==> src/rtl/gpio_bank_pkg.sv <==
package gpio_bank_pkg;

    localparam int BUS_W     = 32;
    localparam int ADDR_W    = 4;
    localparam int SEL_W     = 2;
    localparam int ALT_SRCS  = 3;
    localparam int WAKE_PINS = 16;

    typedef enum logic [ADDR_W-1:0] {
        REG_LEVEL   = 4'd0,
        REG_DIR     = 4'd1,
        REG_SET     = 4'd2,
        REG_CLR     = 4'd3,
        REG_RISE    = 4'd4,
        REG_FALL    = 4'd5,
        REG_EDGE    = 4'd6,
        REG_ALT_LO  = 4'd7,
        REG_ALT_HI  = 4'd8,
        REG_SLPVAL  = 4'd9,
        REG_SLPSTAT = 4'd10
    } reg_addr_e;

    typedef enum logic [SEL_W-1:0] {
        SRC_GPIO = 2'd0,
        SRC_ALT1 = 2'd1,
        SRC_ALT2 = 2'd2,
        SRC_ALT3 = 2'd3
    } pin_src_e;

    typedef struct packed {
        logic              wr;
        logic [ADDR_W-1:0] addr;
        logic [BUS_W-1:0]  data;
    } bus_req_t;

    function automatic logic hit(bus_req_t r, reg_addr_e a);
        return r.wr && (r.addr == a);
    endfunction

endpackage

==> src/rtl/gpio_sync.sv <==
module gpio_sync #(
    parameter int W = 8
) (
    input  logic         clk,
    input  logic         rst,
    input  logic [W-1:0] d,
    output logic [W-1:0] q
);
    logic [W-1:0] meta_q, stab_q;

    always_ff @(posedge clk) begin
        if (rst) begin
            meta_q <= '0;
            stab_q <= '0;
        end else begin
            meta_q <= d;
            stab_q <= meta_q;
        end
    end

    assign q = stab_q;
endmodule

==> src/rtl/gpio_edge.sv <==
module gpio_edge #(
    parameter int N     = 24,
    parameter int NWAKE = 16
) (
    input  logic         clk,
    input  logic         rst,
    input  logic [N-1:0] lvl,
    input  logic [N-1:0] rise_en,
    input  logic [N-1:0] fall_en,
    input  logic [N-1:0] clr,
    input  logic         sleep,
    output logic [N-1:0] status,
    output logic         irq,
    output logic         wake
);
    logic [N-1:0]     prev_q, stat_q, det;
    logic [NWAKE-1:0] wk_q;

    always_comb det = (lvl & ~prev_q & rise_en) | (~lvl & prev_q & fall_en);

    always_ff @(posedge clk) begin
        if (rst) begin
            prev_q <= '0;
            stat_q <= '0;
            wk_q   <= '0;
        end else begin
            prev_q <= lvl;
            stat_q <= (stat_q & ~clr) | det;
            wk_q   <= (wk_q & ~clr[NWAKE-1:0]) | (det[NWAKE-1:0] & {NWAKE{sleep}});
        end
    end

    assign status = stat_q;
    assign irq    = |stat_q;
    assign wake   = |wk_q;
endmodule

==> src/rtl/gpio_altmux.sv <==
module gpio_altmux
    import gpio_bank_pkg::*;
#(
    parameter int N = 24
) (
    input  logic [SEL_W*N-1:0]    sel,
    input  logic [N-1:0]          gpio_out,
    input  logic [ALT_SRCS*N-1:0] alt_out,
    input  logic [N-1:0]          lvl,
    output logic [N-1:0]          mux_out,
    output logic [ALT_SRCS*N-1:0] alt_in
);
    for (genvar i = 0; i < N; i++) begin : g_pin
        pin_src_e src;
        logic     m;
        assign src = pin_src_e'(sel[SEL_W*i +: SEL_W]);

        always_comb begin
            case (src)
                SRC_ALT1: m = alt_out[ALT_SRCS*i];
                SRC_ALT2: m = alt_out[ALT_SRCS*i+1];
                SRC_ALT3: m = alt_out[ALT_SRCS*i+2];
                default:  m = gpio_out[i];
            endcase
        end
        assign mux_out[i] = m;

        for (genvar k = 0; k < ALT_SRCS; k++) begin : g_src
            assign alt_in[ALT_SRCS*i+k] = lvl[i] & (src == pin_src_e'(k + 1));
        end
    end
endmodule

==> src/rtl/gpio_outctl.sv <==
module gpio_outctl
    import gpio_bank_pkg::*;
#(
    parameter int           N        = 24,
    parameter logic [N-1:0] DED_MASK = '0
) (
    input  logic         clk,
    input  logic         rst,
    input  bus_req_t     req,
    input  logic [N-1:0] sleep_val,
    input  logic         sleep,
    input  logic [N-1:0] normal_out,
    output logic [N-1:0] data_q,
    output logic [N-1:0] dir_q,
    output logic         hold_q,
    output logic [N-1:0] pin_out,
    output logic [N-1:0] pin_oe
);
    logic [N-1:0] slp_out_q, slp_oe_q, hold_pin;
    logic         wr_dir, wr_set, wr_clr, wr_reinit;

    assign wr_dir    = hit(req, REG_DIR);
    assign wr_set    = hit(req, REG_SET);
    assign wr_clr    = hit(req, REG_CLR);
    assign wr_reinit = hit(req, REG_SLPSTAT) && req.data[0];

    always_ff @(posedge clk) begin
        if (rst) begin
            data_q    <= '0;
            dir_q     <= '0;
            hold_q    <= 1'b0;
            slp_out_q <= '0;
            slp_oe_q  <= '0;
        end else begin
            if (wr_dir) dir_q  <= req.data[N-1:0];
            if (wr_set) data_q <= data_q | req.data[N-1:0];
            if (wr_clr) data_q <= data_q & ~req.data[N-1:0];
            if (sleep && !hold_q) begin
                hold_q    <= 1'b1;
                slp_out_q <= sleep_val;
                slp_oe_q  <= dir_q;
            end else if (wr_reinit && !sleep) begin
                hold_q <= 1'b0;
            end
        end
    end

    // dedicated pins leave the hold as soon as sleep drops
    assign hold_pin = {N{hold_q}} & ({N{sleep}} | ~DED_MASK);
    assign pin_out  = (hold_pin & slp_out_q) | (~hold_pin & normal_out);
    assign pin_oe   = (hold_pin & slp_oe_q)  | (~hold_pin & dir_q);
endmodule

==> src/rtl/gpio_bank.sv <==
module gpio_bank
    import gpio_bank_pkg::*;
#(
    parameter int                NPINS    = 24,
    parameter logic [NPINS-1:0]  DED_MASK = 24'hF00000
) (
    input  logic                      clk,
    input  logic                      rst,
    input  logic                      bus_wr,
    input  logic [ADDR_W-1:0]         bus_addr,
    input  logic [BUS_W-1:0]          bus_wdata,
    output logic [BUS_W-1:0]          bus_rdata,
    input  logic [NPINS-1:0]          pin_in,
    output logic [NPINS-1:0]          pin_out,
    output logic [NPINS-1:0]          pin_oe,
    input  logic [ALT_SRCS*NPINS-1:0] alt_out,
    output logic [ALT_SRCS*NPINS-1:0] alt_in,
    input  logic                      sleep_req,
    output logic                      irq,
    output logic                      wake
);
    localparam int NWAKE   = (NPINS < WAKE_PINS) ? NPINS : WAKE_PINS;
    localparam int SEL_BITS = SEL_W * NPINS;
    localparam int SEL_PAD  = 2 * BUS_W;

    bus_req_t           req;
    logic [NPINS-1:0]   lvl, rise_q, fall_q, slpval_q, status, edge_clr;
    logic [NPINS-1:0]   out_data, dir_q, normal_out;
    logic [SEL_BITS-1:0] sel_q;
    logic [SEL_PAD-1:0]  sel_pad, sel_nxt;
    logic               hold_q;

    assign req = '{wr: bus_wr, addr: bus_addr, data: bus_wdata};

    gpio_sync #(.W(NPINS)) u_sync (
        .clk(clk), .rst(rst), .d(pin_in), .q(lvl)
    );

    // configuration registers owned by the top
    assign sel_pad = SEL_PAD'(sel_q);
    always_comb begin
        sel_nxt = sel_pad;
        if (hit(req, REG_ALT_LO)) sel_nxt[BUS_W-1:0]     = bus_wdata;
        if (hit(req, REG_ALT_HI)) sel_nxt[SEL_PAD-1:BUS_W] = bus_wdata;
    end

    always_ff @(posedge clk) begin
        if (rst) begin
            rise_q   <= '0;
            fall_q   <= '0;
            slpval_q <= '0;
            sel_q    <= '0;
        end else begin
            if (hit(req, REG_RISE))   rise_q   <= bus_wdata[NPINS-1:0];
            if (hit(req, REG_FALL))   fall_q   <= bus_wdata[NPINS-1:0];
            if (hit(req, REG_SLPVAL)) slpval_q <= bus_wdata[NPINS-1:0];
            sel_q <= sel_nxt[SEL_BITS-1:0];
        end
    end

    assign edge_clr = hit(req, REG_EDGE) ? bus_wdata[NPINS-1:0] : '0;

    gpio_edge #(.N(NPINS), .NWAKE(NWAKE)) u_edge (
        .clk(clk), .rst(rst), .lvl(lvl), .rise_en(rise_q), .fall_en(fall_q),
        .clr(edge_clr), .sleep(sleep_req), .status(status), .irq(irq), .wake(wake)
    );

    gpio_altmux #(.N(NPINS)) u_mux (
        .sel(sel_q), .gpio_out(out_data), .alt_out(alt_out), .lvl(lvl),
        .mux_out(normal_out), .alt_in(alt_in)
    );

    gpio_outctl #(.N(NPINS), .DED_MASK(DED_MASK)) u_out (
        .clk(clk), .rst(rst), .req(req), .sleep_val(slpval_q), .sleep(sleep_req),
        .normal_out(normal_out), .data_q(out_data), .dir_q(dir_q), .hold_q(hold_q),
        .pin_out(pin_out), .pin_oe(pin_oe)
    );

    always_comb begin
        bus_rdata = '0;
        case (reg_addr_e'(bus_addr))
            REG_LEVEL:   bus_rdata[NPINS-1:0] = lvl;
            REG_DIR:     bus_rdata[NPINS-1:0] = dir_q;
            REG_RISE:    bus_rdata[NPINS-1:0] = rise_q;
            REG_FALL:    bus_rdata[NPINS-1:0] = fall_q;
            REG_EDGE:    bus_rdata[NPINS-1:0] = status;
            REG_ALT_LO:  bus_rdata = sel_pad[BUS_W-1:0];
            REG_ALT_HI:  bus_rdata = sel_pad[SEL_PAD-1:BUS_W];
            REG_SLPVAL:  bus_rdata[NPINS-1:0] = slpval_q;
            REG_SLPSTAT: bus_rdata[0] = hold_q;
            default:     bus_rdata = '0;
        endcase
    end
endmodule

==> config.mk <==
export PLATFORM = sky130hd
export DESIGN_NAME = gpio_bank
export DESIGN_NICKNAME = d
export VERILOG_FILES = /design/src/rtl/gpio_bank_pkg.sv /design/src/rtl/gpio_sync.sv /design/src/rtl/gpio_edge.sv /design/src/rtl/gpio_altmux.sv /design/src/rtl/gpio_outctl.sv /design/src/rtl/gpio_bank.sv
export SDC_FILE = /design/constraint.sdc
export NUM_CORES = 1
export LEC_CHECK = 0
export ABC_AREA = 1
export BUFFER_PORTS_ARGS = -buffer_cell sky130_fd_sc_hd__buf_2
export CAP_MARGIN = 10
export CORE_UTILIZATION = 35
export CTS_CLUSTER_SIZE = 24
export DETAILED_ROUTE_END_ITERATION = 10
export PLACE_DENSITY = 0.52
export SYNTH_ARGS = -nofsm -noshare
export SYNTH_HDL_FRONTEND = slang
export SYNTH_HIERARCHICAL = 1
export SYNTH_SLANG_ARGS = --single-unit
==> constraint.sdc <==
create_clock -name clk -period 3.6 [get_ports clk]
set_clock_uncertainty 0.05 [all_clocks]
set_input_delay 0.36 -clock clk [delete_from_list [all_inputs] [get_ports clk]]
set_output_delay 0.36 -clock clk [all_outputs]
set_load 0.03 [all_outputs]
* Word level (Yosys, flattened, before mapping) *
Cells that the tools add are included.

storage, ports and cells
  bits of input ports = 136
  output and inout port bits = 154
  word-level logic and storage cells = 246
  bits in registers = 329

cells by class
  equality and inequality tests = 82
  reduce and logical (&&, ||, !) cells = 20
  bitwise gates (word level) = 97
  multiplexer cells = 32

operator list
  cell                                                                   number
  24-bit bitwise AND                                                     11
  23-bit one-hot mux with 8 select lines                                 1
  24-bit NOT                                                             5
  24-bit bitwise OR                                                      5
  2-bit equality test, second input constant                             48
  1-bit bitwise AND                                                      72
  24-bit two-way mux                                                     3
  1-bit one-hot mux with 3 select lines                                  24
  2-bit by 1-bit equality test with 1-bit output, second input constant  24
  16-bit bitwise AND                                                     2
  24-bit OR reduction                                                    1
  4-bit by 3-bit equality test with 1-bit output, second input constant  4
  16-bit NOT                                                             1
  16-bit bitwise OR                                                      1
  16-bit OR reduction                                                    1
  1-bit logical AND                                                      13
  4-bit equality test, second input constant                             3
  1-bit one-hot mux with 9 select lines                                  1
  4-bit by 2-bit equality test with 1-bit output, second input constant  2
  8-bit two-way mux                                                      1
  4-bit by 1-bit equality test with 1-bit output, second input constant  1
  4-bit logical NOT                                                      1
  2-bit nonzero test                                                     2
  1-bit logical NOT                                                      2
  1-bit two-way mux                                                      2

* Depth between registers and ports, before layout *
Gate-level depths: netlist (run 1).

  word-level depth = 6
  depth in mapped cells = 11
  gate-level depth less buffers = 9

* Hierarchy *
The synthesis (run 1) kept the hierarchy.

by module, submodules not included
  module       times used  cells each  area each (um^2)
  gpio_bank    1           1032        6381.1
  gpio_outctl  1           651         4454.3
  gpio_edge    1           424         2785.2
  gpio_altmux  1           288         1561.5
  gpio_sync    1           149         1365.1

* Least setup slack after synthesis (run 1) *
No wires, ideal clock.

  path kind = input -> output
  start = input bus_addr[3]
  end = output bus_rdata[24]
  arrival time = 1.309 ns
  cell stages on the path = 6
  path slack = 1.881 ns
  data required time = 3.190 ns
  cells stage by stage = inv_1 nand2_1 nor2_2 buf_2 inv_1 nor2_1

on the way
  word-level cells in the longest chain between the ends = 2

ends and longest elaborated chain
  what                                            RTL line         source
  start, declared                                 gpio_bank.sv:10  input logic [ADDR_W-1:0] bus_addr,
  4-bit by 3-bit equality test with 1-bit output  gpio_bank.sv:81  case (reg_addr_e'(bus_addr))
  8-bit two-way mux                               gpio_bank.sv:81
  end, declared                                   gpio_bank.sv:12  output logic [BUS_W-1:0] bus_rdata,

No other way between the ends.

* Worst setup path in the final report (run 1) *
  start = input bus_addr[0]
  end = output bus_rdata[18]

on the way
  word-level cells in the longest chain between the ends = 2
  elaborated cells between the ends (all ways) = 9
  those cells by class = 7 x eq/ne; 1 x mux; 1 x reduce/logical

ends and longest elaborated chain
  what                                               RTL line
  4-bit equality test, or another cell as far along  gpio_bank.sv:81
  23-bit one-hot mux with 8 select lines *           gpio_bank.sv:81

Mark *: on every way between the ends. The rest lies on a longest branch, timed or not.

==> results of run 1 <==
power breakdown:
part / total (mW) / switching, mW / internal [mW]
Sequential: 3.85 / 0.0963 / 3.75
Clock: 3.77 / 1.60 / 2.18
Combinational: 0.836 / 0.599 / 0.238
kinds of logic (layout without fill, tap and decap cells):
kind of cell,Yosys count,count (layout)
simple gates,1415,1415
buf+inv,525,767
flops,329,329
compound gates,267,267
mux,8,8
layer usage:
metal / part of all wire [%] / up-vias / track usage, %
met5: 0.062 / - / 0
met4: 2.9 / 6 / 8.565
met3: 7.0 / 85 / 3.978
met2: 45 / 650 / 40.93
met1: 45 / 7931 / 36.61
li1: - / 8442 / -
final cells by class:
class | instances | area [um2] | share of cell area (%)
Sequential cell | 329 | 6586 | 33.90
Tap cell | 607 | 759.5 | 3.909
Clock inverter | 12 | 136.4 | 0.7020
Clock buffer | 49 | 1041 | 5.358
Inverter | 365 | 1370 | 7.052
Timing Repair Buffer | 341 | 1921 | 9.885
Multi-Input combinational cell | 1690 | 7615 | 39.19
worst max-delay path, delay by kind of cell:
kind	cells	cell delay (ns)
AOI/OAI and AO/OA	1	0.38
buffers and inverters	3	0.91
and+or+nand+nor	4	0.97
worst max path at each step:
stage	slack, ns	startpoint	cells after the start	endpoint
after floorplan	1.88	bus_addr[3]	6	bus_rdata[24]
after global placement	0.72	bus_addr[0]	8	bus_rdata[16]
after detailed placement	0.59	bus_addr[0]	8	bus_rdata[16]
after CTS	0.54	u_out/hold_q	5	pin_out[2]
after global routing	0.40	u_out/hold_q	5	pin_out[2]
final	0.54	bus_addr[0]	8	bus_rdata[18]
flip-flops by register name, indices dropped and copies added, names as in the netlist, named ones only:
name             count
fall_q              24
u_edge/status       24
slpval_q            24
u_out/slp_oe_q      24
u_edge/wk_q         16
rise_q              24
u_sync/q            24
u_out/slp_out_q     24
u_edge/prev_q       24
u_out/hold_q         1
u_sync/meta_q       24
sel_q               48
u_out/dir_q         24
stage by stage:
stage                     cell area (um2)  total power, mW
after floorplan                     16550            4.409
after global placement              17980            4.725
after detailed placement            17980            4.735
after CTS                           19410            8.509
after global routing                19430            8.739
final                               19430            8.455
what timing repair did:
| item | 4_1_cts | 5_1_grt |
|---|---|---|
| endpoints found under the hold margin | 25 | 0 |
| hold buffers | 25 | 0 |
| buffers inserted | 0 | 0 |
layout by cell type, fill, tap and decap left out, types with 2 or more instances in the layout:
cell           instances
o21ai_1               66
bufinv_16              2
dfxtp_1              329
clkinv_2               7
dlygate4sd3_1         25
nor2_1               311
o21ai_0               34
nand2_2                3
nor3_2                24
clkbuf_8               7
nand2_1              610
buf_4                 27
nand3_2                2
clkbuf_1               5
a21oi_1              158
mux2_2                 8
nor2_2                 5
clkinv_8               2
inv_2                 55
clkbuf_16             37
a31oi_1                8
nor2_4                 7
inv_1                310
buf_2                287
nand3_1              356
nand4_1               49
nor3_1                48
==> results.json, run 1 <==
{
  "synth_area_um2": 16550,
  "dieWidth_um": 219.4,
  "rows": 79,
  "synthAdderAreaFrac_pct": 0,
  "synth_xor_area_share_pct": 0,
  "wirelength_mm": 64.86,
  "synthToLayoutAreaGrowth_pct": 17.41,
  "vias": 17114,
  "finalSetupViolCount": 0,
  "path_max_fanout": 31,
  "cts.sinks": 329,
  "grt_max_degree": 88,
  "synth_top_family_by_area": "simple AND/OR/NAND/NOR gates",
  "period_needed_ns": 3.057,
  "synthMuxAreaShare_pct": 0.5444,
  "cts_buffers": 37,
  "clock-root-buffer": "clkbuf_16",
  "max_freq_mhz": 327.1,
  "required_ns": 3.19,
  "synthCells": 2544,
  "start_util_pct": 35.54,
  "critical_path.max_stage_delay_ns": 0.61,
  "ant_nets": 0,
  "htreeDepth": 2,
  "antenna_found_initial": 3,
  "yosysUniqueCellTypes": 26,
  "ys_async_sr_fraction_pct": 0,
  "synth-edff-count": 0,
  "grt_use_total_pct": 26.19,
  "drv_slew": 0,
  "fp.dieH_um": 219.4,
  "vias_per_cell": 5.044,
  "outcome": "finished, final reports clean",
  "r2r_setup_slack_ns": 1.56,
  "r2r-start": "u_out/hold_q",
  "ys_seq_area_share_pct": 39.80,
  "min_from": "bus_wdata[26]",
  "place_ws_ns": 0.5871,
  "tns_ns": 0,
  "grt_pass1_wl_mm": 94.65,
  "crit_path_top_delay_cell": "buf_2",
  "leakagePower_nw": 8.663,
  "core_um2": 46560,
  "max_cap_violations": 0,
  "numPortBuffers": 289,
  "ys_warn_count": 6,
  "yosysTopAreaCell": "dfxtp_1",
  "gp_congestion": 0.9078,
  "synth_commonest_cells": "nand2_1, nand3_1, dfxtp_1",
  "tightest_slew_ns": 1.165,
  "path_cells": "buf_2 > inv_2 > nor2_2 > nand2_2 > o21ai_0 > nor2_1 > nand2_1 > buf_2",
  "hold-worst-slack_ns": 0.02356,
  "slew_headroom_pct": 22.32,
  "synth-compound-area-share_pct": 8.159,
  "grt_setup_unrepaired": "false",
  "ys.flop_type": "dfxtp_1",
  "cellPowerDensity_nw_per_um2": 435.2,
  "fin_nets": 2900,
  "ir_drop_mv": 0.3228,
  "synth_top_area_share_pct": 39.80,
  "cp-end-kind": "output pin",
  "ff2ff_path_depth": 6,
  "antenna_cells": 0,
  "synth_area_leaders": "dfxtp_1, nand2_1, nand3_1",
  "fin_crit_sh_pct": 84.91,
  "dpl.hpwl_mm": 47.77,
  "synthesis.nets": 2680,
  "hold_viol": 0,
  "io_pins": 290,
  "dieArea_um2": 48150,
  "grt_pass1_vias": 15157,
  "path_clk_slew_ns": 0.06,
  "cts_tree": "yes",
  "final_util_pct": 41.73,
  "synth.most_common_cell": "nand2_1",
  "hold_depth": 3,
  "dpl.cell_count": 3306,
  "post_cts_resized": 0,
  "worst_slack_ns": 0.5431,
  "cpMostUsedCell": "buf_2",
  "hp-class": "in2reg",
  "nFillCells": 4941,
  "reg2reg_to": "u_out/slp_out_q[3]",
  "critPathKind": "in2out",
  "dr.pass1.iters": 6,
  "crit_path_start_kind": "input port",
  "routedWlPerCell_um": 19.12,
  "final_layout_size_suffix_gt1_share_pct": 17.12,
  "hold_end": "sel_q[26]",
  "avgSynthCellArea_um2": 6.504,
  "drc": 0,
  "fin_cells": 3393,
  "drtIter0Drc": 1413,
  "crit_arrival_ns": 2.65,
  "globalRouteOverflowTotal": 0,
  "ys_ff_latch": 329,
  "clockBufferDepth": 3,
  "synthSimpleGateAreaFrac_pct": 37.19,
  "clkLatencyLatePin_ns": 0.57
}
(Power assumes the default switching activity.)
==> run 2: changes to the inputs <==
==> constraint.sdc (replaced) <==
create_clock -name clk -period 3 [get_ports clk]
set_clock_uncertainty 0.05 [all_clocks]
set_input_delay 0.3 -clock clk [delete_from_list [all_inputs] [get_ports clk]]
set_output_delay 0.3 -clock clk [all_outputs]
set_load 0.03 [all_outputs]
==> run 2 against run 1 <==
Compared with the run above: global-route usage grew 1.5 points; wire length up 4.9%; sequential power rose by 20%; final area rose by 1.8%; non-clock buffer count up 14; combinational power up 24%; critical endpoint is now pin_out[23]; highest routed layer unchanged.
==> results.json, run 2 (same netlist as run 1, synthesis figures left out) <==
{
  "grt_pass1_wl_mm": 99.59,
  "outcome": "finished, final reports clean",
  "dieArea_um2": 48150,
  "fin_crit_sh_pct": 82.82,
  "power_frac_clock_pct": 46.7,
  "numPortBuffers": 289,
  "regMostFlops": "sel_q",
  "cp_num_buf_inv": 2,
  "grt_pass1_vias": 15616,
  "fin_nets": 2916,
  "cts.sinks": 329,
  "vias_per_cell": 5.081,
  "crit_arrival_ns": 2.13,
  "fin_cells": 3416,
  "leakagePower_nw": 8.815,
  "htreeDepth": 2,
  "dr.pass1.iters": 6,
  "io_pins": 290,
  "cts_setup_buffers": 0,
  "p_sw_mw": 2.834,
  "dpl.hpwl_mm": 49.71,
  "antenna_found_initial": 3,
  "required_ns": 2.65,
  "hold-worst-slack_ns": 0.07782,
  "start_util_pct": 35.54,
  "critical_path.max_stage_delay_ns": 0.60,
  "hold_viol": 0,
  "path_max_fanout": 6,
  "core_um2": 46560,
  "vias": 17357,
  "rows": 79,
  "finalPower_mw": 10.63,
  "grt_use_total_pct": 27.72,
  "drv_slew": 0,
  "routedWlPerCell_um": 19.92,
  "globalRouteOverflowTotal": 0,
  "ir_drop_mv": 0.3885,
  "dpl.cell_count": 3314,
  "final_common_cell": "nand2_1",
  "drtIter0Drc": 1735,
  "path_cells": "inv_2 > nand3_1 > nand4_1 > mux2_2 > buf_2",
  "tightest_slew_ns": 0.8190,
  "final_layout_size_suffix_gt1_share_pct": 17.52,
  "gp_congestion": 0.8852,
  "clkLatencyLatePin_ns": 0.57,
  "fp.dieH_um": 219.4,
  "dieWidth_um": 219.4,
  "largest_reg_flops": 48,
  "clockBufferDepth": 3,
  "cp-end-kind": "output pin",
  "path_clk_slew_ns": 0.06,
  "final_cell_mix": "nand2_1, nand3_1, dfxtp_1",
  "hp-class": "in2reg",
  "cts_buffers": 39,
  "drc": 0,
  "clock-root-buffer": "clkbuf_16",
  "max_cap_violations": 0,
  "crit_path_start_kind": "register",
  "cpLargestDelayFamily": "flip-flops",
  "seqPwrFrac_pct": 43.5,
  "wirelength_mm": 68.04,
  "dpl_cell_area_um2": 18120,
  "max_freq_mhz": 402.5,
  "critPathKind": "reg2out",
  "combPwrFrac_pct": 9.8,
  "crit_path_top_delay_cell": "dfxtp_1",
  "power_switching_share_pct": 26.65,
  "slew_headroom_pct": 45.40,
  "cellPowerDensity_nw_per_um2": 537.6,
  "finalSetupViolCount": 0,
  "grt_max_degree": 154,
  "ant_nets": 0,
  "period_needed_ns": 2.485,
  "grt_setup_unrepaired": "false",
  "synthToLayoutAreaGrowth_pct": 19.52,
  "stdcell_area_um2": 19780,
  "tns_ns": 0,
  "cts_tree": "yes",
  "internal-power_mw": 7.799
}
-- run 2: worst paths after layout --
kind	startpoint	depth (start not counted)	endpoint	slack, ns
worst max-delay path	sel_q[46]	5	pin_out[23]	0.52
worst min-delay path	bus_wdata[23]	3	fall_q[23]	0.08
worst max register to register	u_out/hold_q	5	u_out/slp_oe_q[11]	1.16
worst min register to register	u_sync/meta_q[14]	2	u_sync/q[14]	0.35
-- run 2: layout make-up --
| class | count | area, um2 |
|---|---|---|
| antenna | 1 | 2.502 |
| inverter | 365 | 1370 |
| tap | 607 | 759.5 |
| multi-input combinational | 1690 | 7615 |
| clock buffer | 53 | 1130 |
| clock inverter | 16 | 209.0 |
| timing repair buffer | 355 | 2106 |
| sequential | 329 | 6586 |
| fill | 4978 | 26780 |
-- run 2: what timing repair did --
action                                 4_1_cts  5_1_grt
endpoints found under the hold margin       32        0
hold buffers                                32        0
resized for setup                            0        0
-- run 2: metal layers --
layer  up-vias  share of wire (%)  track usage [%]
met2       719                 44            42.60
met4         4                2.9            9.236
met3       104                8.0            4.560
met5         -              0.038                0
met1      8042                 45            39.06
li1       8488                  -                -
-- run 2: through the flow --
step                utilization [%]  worst slack, ns
CTS                           42.48           0.4880
global placement              38.91           0.8245
finish                        42.48           0.5155
global route                  42.48           0.4426
detailed placement            38.91           0.7963
floorplan                         -            1.401
-- run 2: worst min-delay path: stages --
cell	delay (ns)
buf_2	0.18
nor2_1	0.12
nor2_1	0.05
-- run 2: power by group through the flow --
stage | Sequential, mW | Clock (mW) | Combinational, mW
global route | 4.63 | 5.25 | 1.13
detailed placement | 4.72 | 0 | 1.00
global placement | 4.72 | 0 | 0.993
CTS | 4.62 | 5.08 | 1.04
floorplan | 4.65 | 0 | 0.638
finish | 4.63 | 4.97 | 1.04
